`src/rtl/regport_pkg.sv`:
```
package regport_pkg;
   // register numbers that carry behaviour
   localparam int REG_STATUS  = 0;
   localparam int REG_FIXED1  = 1;
   localparam int REG_VECTOR  = 2;
   localparam int REG_TXCTL   = 5;
   localparam int REG_BUF     = 8;
   localparam int REG_ECHO_A  = 12;
   localparam int REG_ECHO_B  = 13;
   localparam int REG_ECHO_C  = 15;
   // bit positions
   localparam int TXEN_BIT    = 3;
   localparam int ST_RXAVAIL  = 0;
   localparam int ST_TXEMPTY  = 2;

   typedef enum logic {
      LOC_DATA = 1'b0,
      LOC_CTRL = 1'b1
   } loc_kind_e;
endpackage

```
`src/rtl/regport_recovery.sv`:
```
module regport_recovery #(
   parameter int RECOVERY = 3
) (
   input  logic clk,
   input  logic rst_n,
   input  logic req,
   output logic ready
);
   generate
      if (RECOVERY == 0) begin : g_free
         assign ready = 1'b1;
      end else begin : g_count
         localparam int CNT_W = $clog2(RECOVERY + 1);
         localparam logic [CNT_W-1:0] CNT_LOAD = CNT_W'(RECOVERY);
         logic [CNT_W-1:0] cnt_q;

         always_ff @(posedge clk) begin
            if (!rst_n)
               cnt_q <= '0;
            else if (req && ready)
               cnt_q <= CNT_LOAD;
            else if (cnt_q != '0)
               cnt_q <= cnt_q - 1'b1;
         end
         assign ready = (cnt_q == '0);

         // independent gap counter for checking the spacing
         logic [CNT_W-1:0] since_q;
         logic             seen_q;
         always_ff @(posedge clk) begin
            if (!rst_n) begin
               since_q <= '0;
               seen_q  <= 1'b0;
            end else if (req && ready) begin
               since_q <= '0;
               seen_q  <= 1'b1;
            end else if (since_q != CNT_LOAD) begin
               since_q <= since_q + 1'b1;
            end
         end

         a_r10_stall_after_access: assert property (@(posedge clk) disable iff (!rst_n)
            (req && ready) |=> !ready);
         a_r10_min_spacing: assert property (@(posedge clk) disable iff (!rst_n)
            (req && ready && seen_q) |-> (since_q == CNT_LOAD));
         a_r10_idle_holds_ready: assert property (@(posedge clk) disable iff (!rst_n)
            (ready && !req) |=> ready);
      end
   endgenerate
endmodule

```
`src/rtl/regport_chan.sv`:
```
module regport_chan
   import regport_pkg::*;
#(
   parameter int DATA_W = 8,
   parameter int PTR_W  = 4
) (
   input  logic              clk,
   input  logic              rst_n,
   input  logic              acc,
   input  loc_kind_e         loc,
   input  logic              wr,
   input  logic [DATA_W-1:0] wdata,
   output logic [DATA_W-1:0] rd_val,
   input  logic              rx_load,
   input  logic [DATA_W-1:0] rx_char,
   input  logic              tx_take,
   output logic [DATA_W-1:0] tx_byte,
   output logic              tx_full,
   output logic              tx_enable
);
   localparam int N_WR = 1 << PTR_W;
   localparam logic [PTR_W-1:0] BUF_SEL = PTR_W'(REG_BUF);

   logic [PTR_W-1:0]  ptr_q;
   logic [DATA_W-1:0] wreg_q [N_WR];
   logic [DATA_W-1:0] rx_q, tx_q;
   logic              rx_avail_q, tx_empty_q;
   logic [PTR_W-1:0]  sel;
   logic              wr_hit, rd_hit, tx_ld, rx_pop;
   logic [DATA_W-1:0] status;

   assign sel    = (loc == LOC_CTRL) ? ptr_q : BUF_SEL;
   assign wr_hit = acc && wr;
   assign rd_hit = acc && !wr;
   assign tx_ld  = wr_hit && (sel == BUF_SEL);
   assign rx_pop = rd_hit && (sel == BUF_SEL);

   // pointer: armed by a control write at zero, dropped by the next control access
   always_ff @(posedge clk) begin
      if (!rst_n)
         ptr_q <= '0;
      else if (acc && loc == LOC_CTRL) begin
         if (ptr_q != '0)
            ptr_q <= '0;
         else if (wr)
            ptr_q <= wdata[PTR_W-1:0];
      end
   end

   always_ff @(posedge clk) begin
      if (!rst_n) begin
         for (int i = 0; i < N_WR; i++) wreg_q[i] <= '0;
      end else begin
         for (int i = 0; i < N_WR; i++)
            if (wr_hit && sel == PTR_W'(i) && i != REG_BUF)
               wreg_q[i] <= wdata;
      end
   end

   always_ff @(posedge clk) begin
      if (!rst_n) begin
         rx_q       <= '0;
         rx_avail_q <= 1'b0;
      end else if (rx_load) begin
         rx_q       <= rx_char;
         rx_avail_q <= 1'b1;
      end else if (rx_pop) begin
         rx_avail_q <= 1'b0;
      end
   end

   always_ff @(posedge clk) begin
      if (!rst_n) begin
         tx_q       <= '0;
         tx_empty_q <= 1'b1;
      end else if (tx_ld) begin
         tx_q       <= wdata;
         tx_empty_q <= 1'b0;
      end else if (tx_take) begin
         tx_empty_q <= 1'b1;
      end
   end

   always_comb begin
      status             = '0;
      status[ST_RXAVAIL] = rx_avail_q;
      status[ST_TXEMPTY] = tx_empty_q;
   end

   always_comb begin
      case (int'(sel))
         REG_STATUS: rd_val = status;
         REG_FIXED1: rd_val = DATA_W'(1);
         REG_VECTOR: rd_val = wreg_q[REG_VECTOR];
         REG_BUF:    rd_val = rx_q;
         REG_ECHO_A: rd_val = wreg_q[REG_ECHO_A];
         REG_ECHO_B: rd_val = wreg_q[REG_ECHO_B];
         REG_ECHO_C: rd_val = wreg_q[REG_ECHO_C];
         default:    rd_val = '0;
      endcase
   end

   assign tx_byte   = tx_q;
   assign tx_full   = !tx_empty_q;
   assign tx_enable = wreg_q[REG_TXCTL][TXEN_BIT];

   a_r4_ptr_returns_zero: assert property (@(posedge clk) disable iff (!rst_n)
      (acc && loc == LOC_CTRL && ptr_q != '0) |=> (ptr_q == '0));
   a_r3_ptr_only_on_ctrl: assert property (@(posedge clk) disable iff (!rst_n)
      !(acc && loc == LOC_CTRL) |=> $stable(ptr_q));
   a_r7_pop_clears: assert property (@(posedge clk) disable iff (!rst_n)
      (rx_pop && !rx_load) |=> !rx_avail_q);
   a_r8_load_fills: assert property (@(posedge clk) disable iff (!rst_n)
      tx_ld |=> (tx_full && tx_byte == $past(wdata)));
endmodule

```
`src/rtl/dual_chan_regport.sv`:
```
module dual_chan_regport
   import regport_pkg::*;
#(
   parameter int DATA_W   = 8,
   parameter int PTR_W    = 4,
   parameter int RECOVERY = 3
) (
   input  logic                clk,
   input  logic                rst_n,
   input  logic                host_req,
   input  logic [1:0]          host_addr,
   input  logic                host_wr,
   input  logic [DATA_W-1:0]   host_wdata,
   output logic [DATA_W-1:0]   host_rdata,
   output logic                host_ready,
   input  logic [1:0]          rx_load,
   input  logic [2*DATA_W-1:0] rx_char,
   input  logic [1:0]          tx_take,
   output logic [2*DATA_W-1:0] tx_byte,
   output logic [1:0]          tx_full,
   output logic [1:0]          tx_enable
);
   localparam int N_CH = 2;

   generate
      if (DATA_W < 8) begin : g_bad_width
         $error("DATA_W must be at least 8");
      end
      if (PTR_W < 4) begin : g_bad_ptr
         $error("PTR_W must be at least 4");
      end
      if (RECOVERY < 0) begin : g_bad_rec
         $error("RECOVERY must not be negative");
      end
   endgenerate

   logic              accept;
   loc_kind_e         loc;
   logic [DATA_W-1:0] ch_rd [N_CH];

   assign accept = host_req && host_ready;
   assign loc    = loc_kind_e'(host_addr[0]);

   regport_recovery #(.RECOVERY(RECOVERY)) u_rec (
      .clk   (clk),
      .rst_n (rst_n),
      .req   (host_req),
      .ready (host_ready)
   );

   generate
      for (genvar c = 0; c < N_CH; c++) begin : g_ch
         regport_chan #(.DATA_W(DATA_W), .PTR_W(PTR_W)) u_chan (
            .clk       (clk),
            .rst_n     (rst_n),
            .acc       (accept && host_addr[1] == c[0]),
            .loc       (loc),
            .wr        (host_wr),
            .wdata     (host_wdata),
            .rd_val    (ch_rd[c]),
            .rx_load   (rx_load[c]),
            .rx_char   (rx_char[c*DATA_W +: DATA_W]),
            .tx_take   (tx_take[c]),
            .tx_byte   (tx_byte[c*DATA_W +: DATA_W]),
            .tx_full   (tx_full[c]),
            .tx_enable (tx_enable[c])
         );
      end
   endgenerate

   assign host_rdata = (accept && !host_wr) ? ch_rd[host_addr[1]] : '0;

   a_r1_data_b_write_fills_b: assert property (@(posedge clk) disable iff (!rst_n)
      (accept && host_wr && host_addr == 2'd2) |=> tx_full[1]);
   a_r1_data_a_write_fills_a: assert property (@(posedge clk) disable iff (!rst_n)
      (accept && host_wr && host_addr == 2'd0) |=> tx_full[0]);
endmodule

```
`config.mk`:
```
export PLATFORM = sky130hd
export DESIGN_NAME = dual_chan_regport
export DESIGN_NICKNAME = d
export VERILOG_FILES = /design/src/rtl/regport_pkg.sv /design/src/rtl/regport_recovery.sv /design/src/rtl/regport_chan.sv /design/src/rtl/dual_chan_regport.sv
export SDC_FILE = /design/constraint.sdc
export NUM_CORES = 1
export LEC_CHECK = 0
export BUFFER_PORTS_ARGS = -buffer_cell sky130_fd_sc_hd__buf_2
export CAP_MARGIN = 20
export CORE_ASPECT_RATIO = 1.25
export CORE_UTILIZATION = 50
export CTS_BUF_LIST = sky130_fd_sc_hd__clkbuf_4 sky130_fd_sc_hd__clkbuf_8 sky130_fd_sc_hd__clkbuf_16
export CTS_CLUSTER_SIZE = 30
export DETAILED_ROUTE_END_ITERATION = 8
export PLACE_DENSITY = 0.8
export SYNTH_ARGS = -nofsm -noshare
export SYNTH_HDL_FRONTEND = slang
export SYNTH_SLANG_ARGS = --single-unit
```
`constraint.sdc`:
```
create_clock -name clk -period 3.2 [get_ports clk]
set_clock_uncertainty 0.15 [all_clocks]
set_input_delay 0.48 -clock clk [delete_from_list [all_inputs] [get_ports clk]]
set_output_delay 0.48 -clock clk [all_outputs]
set_load 0.02 [all_outputs]
```
==> flow_summary.yaml <==
outcome:
  outcome: "completed"
sta:
  setup_tns_ns: 0
  clock.fmax_mhz: 329.2
  period_minus_slack_ns: 3.038
  worstMarginPinSlew_ns: 0.6993
  max-slew-margin-rel_pct: 53.22
  setup_violations: 0
  rsz0062_at_grt: "no"
  hold_viol: 0
  report.final.slew_viol_count: 0
  finalCritPeriodShare_pct: 94.92
synth:
  syn_avg_cell_area_um2: 10.96
  synthesis.nets: 515
  netlist_area_mm2: 0.005260
  synth_seq_area_share_pct: 55.19
  async_reset_ff_share_pct: 0
  synthFlopType: "edfxtp_1"
  yosysWarningCount: 0
  syn_inst: 480
  synth_cell_type_count: 51
  synth_edf_count: 66
  ys_seq_elements: 112
detailed_routing:
  vias: 3899
  first_pass_iters: 5
  wl_um: 12640
  antenna_left: 0
  vias_per_cell: 5.846
  wl_per_cell_um: 18.96
  first_iter_violations: 342
  drc_errors: 0
cells_and_area:
  final_common_cell: "edfxtp_1"
  drive_above_1_share_pct: 19.52
  post-route-util_pct: 58.80
  diodes: 0
  finish.instance_area_mm2: 0.005972
  area_growth_pct: 13.53
  layout_common_cells: "66 x edfxtp_1, 62 x buf_2, 59 x and2_1, 46 x dfxtp_1, 45 x nand2_1"
  fin_nets: 568
placed_design:
  io_buffers: 62
  hpwl_um: 8870
  place.gp.congestion: 0.8868
  place_area_mm2: 0.005665
cts:
  path_clk_slew_ns: 0.07
  clock-sinks: 112
  postCtsSetupRepairBufs: 0
  cts_tree: "built"
  cts_root_buffer: "clkbuf_16"
  clock_latency_ns: 0.35
  clock_path_buffers: 2
  cts_inserted_buffers: 9
  cts_max_level: 3
worst_setup_path:
  r2r_start: "g_ch[0].u_chan.ptr_q[2]$_SDFFE_PN0P_"
  critical_path_required_ns: 2.57
  worstPathMaxFanout: 12
  critPathKind: "reg -> out"
  reg2regPathDepth: 4
  r2r_slack_ns: 0.90
  arrival_ns: 2.41
  crit_path_start_kind: "flop"
  cp-end-kind: "output port"
  setup.worst_path.start: "g_ch[1].u_chan.ptr_q[1]$_SDFFE_PN0P_"
die:
  fp.dieH_um: 116.7
  pin_count: 63
  core_mm2: 0.01016
  start_util_pct: 51.79
  die_area_mm2: 0.01094
  rows: 41
  die_x_um: 93.74
global_routing:
  grt_max_degree: 34
  grt_use_total_pct: 24.72
  grt_overflow: 0
  grt_pass1_wl_um: 19780
  antenna_found_initial: 0
  grt_pass1_vias: 3818
worst_hold_path:
  min_path_type: "in -> reg"
  min_from: "rx_char[9]"
  holdPathStages: 3
power_and_ir_drop:
  ir_drop_v: 0.0002820
  total_power_w: 0.003023
  power-per-cell-area_mw_per_mm2: 506.1
  p_leak_nw: 2.300
job:
  max_cap_violations: 0
## path summary, 6_finish.rpt
path                                               end
min                g_ch[1].u_chan.rx_q[1]$_SDFFE_PN0P_
max reg2reg  g_ch[0].u_chan.wreg_q[2][3]$_SDFFCE_PN0P_
min reg2reg     g_ch[1].u_chan.tx_byte[5]$_SDFFE_PN0P_
max                                      host_rdata[2]
## Yosys cell counts (2+ instances only)
cell type   n  area share (%)
edfxtp_1   66              38
and2_1     59             7.0
dfxtp_1    46              18
nand2_1    45             3.2
nor2b_1    37             4.4
mux2i_1    32             6.1
nor2_1     25             1.8
clkbuf_1   18             1.3
o21ai_0    18             1.7
a22oi_1    12             1.7
nand3_1    10            0.95
a21boi_1    8             1.1
buf_2       8            0.76
a21oi_1     7            0.67
a22o_1      7             1.2
inv_1       7            0.50
buf_4       6            0.86
a221o_1     5            0.95
a221oi_1    5            0.83
nor3_1      5            0.48
a211oi_1    4            0.57
a311oi_1    4            0.67
and3_1      4            0.48
nand4_1     4            0.48
a222oi_1    3            0.57
mux2_2      3            0.64
nand3b_1    3            0.43
a21boi_0    2            0.29
and4_1      2            0.33
buf_6       2            0.43
nor4_1      2            0.24
nor4b_1     2            0.33
## through the flow
stage          setup slack (ns)  hold WS [ns]  instances
2_1_floorplan            0.6089        0.2910        480
3_3_place_gp             0.2947        0.2894        651
3_5_place_dp             0.2759        0.2993        651
4_1_cts                  0.1935        0.2276        667
5_1_grt                0.006777        0.2361        667
6_report                 0.1625        0.2356        667
## worst max-delay path, stage by stage, from the launching register on
cell and delay (ns):
dfxtp_1 0.56, and3b_1 0.28, and2_1 0.28, a22o_1 0.22, a211oi_1 0.42, nor3_1 0.11, buf_2 0.18
## power by group
part	internal [W]	switching, W	total, W
sequential	0.00157	0.0000290	0.00160
combinational	0.000107	0.000178	0.000285
clock	0.000619	0.000515	0.00113
## registers in the layout (all words and copies together), names as in the netlist
signal,count
g_ch.u_chan.wreg_q,66
u_rec.g_count.cnt_q,2
g_ch.u_chan.rx_q,16
g_ch.u_chan.tx_byte,16
g_ch.u_chan.rx_avail_q,2
g_ch.u_chan.ptr_q,8
g_ch.u_chan.tx_empty_q,2
## cell families (layout without fill, tap and decap cells)
kind of cell / Yosys count / count (layout) / synth area share [%]
adders and majority gates: 1 / 1 / 0.2378
AOI/OAI and AO/OA: 81 / 81 / 11.70
and+or+nand+nor: 208 / 208 / 22.17
buffers and inverters: 43 / 101 / 3.972
DFF: 112 / 112 / 55.19
muxes: 35 / 35 / 6.732
## area by class of cell
type	count	area, um2
Fill cell	851	4185
Tap cell	129	161.4
Inverter	8	30.03
Clock buffer	10	232.7
Sequential cell	112	2903
Timing Repair Buffer	77	422.9
Clock inverter	6	67.56
Multi-Input combinational cell	325	2155
## routing by layer
metal | share of wire [%] | global-route usage, % | wire length, um | up-vias
li1 | - | - | - | 1823
met1 | 40 | 31.59 | 5059 | 1840
met2 | 47 | 38.83 | 5933 | 205
met3 | 9.4 | 6.315 | 1186 | 31
met4 | 3.7 | 12.72 | 464 | 0
met5 | 0 | 0 | 0 | -
## what timing repair did
| item | 4_1_cts | 5_1_grt |
|---|---|---|
| endpoints found under the setup margin | 0 | 2 |
| hold buffers | 0 | 0 |
| gates resized for setup | 0 | 1 |
(Power assumes the default switching activity.)
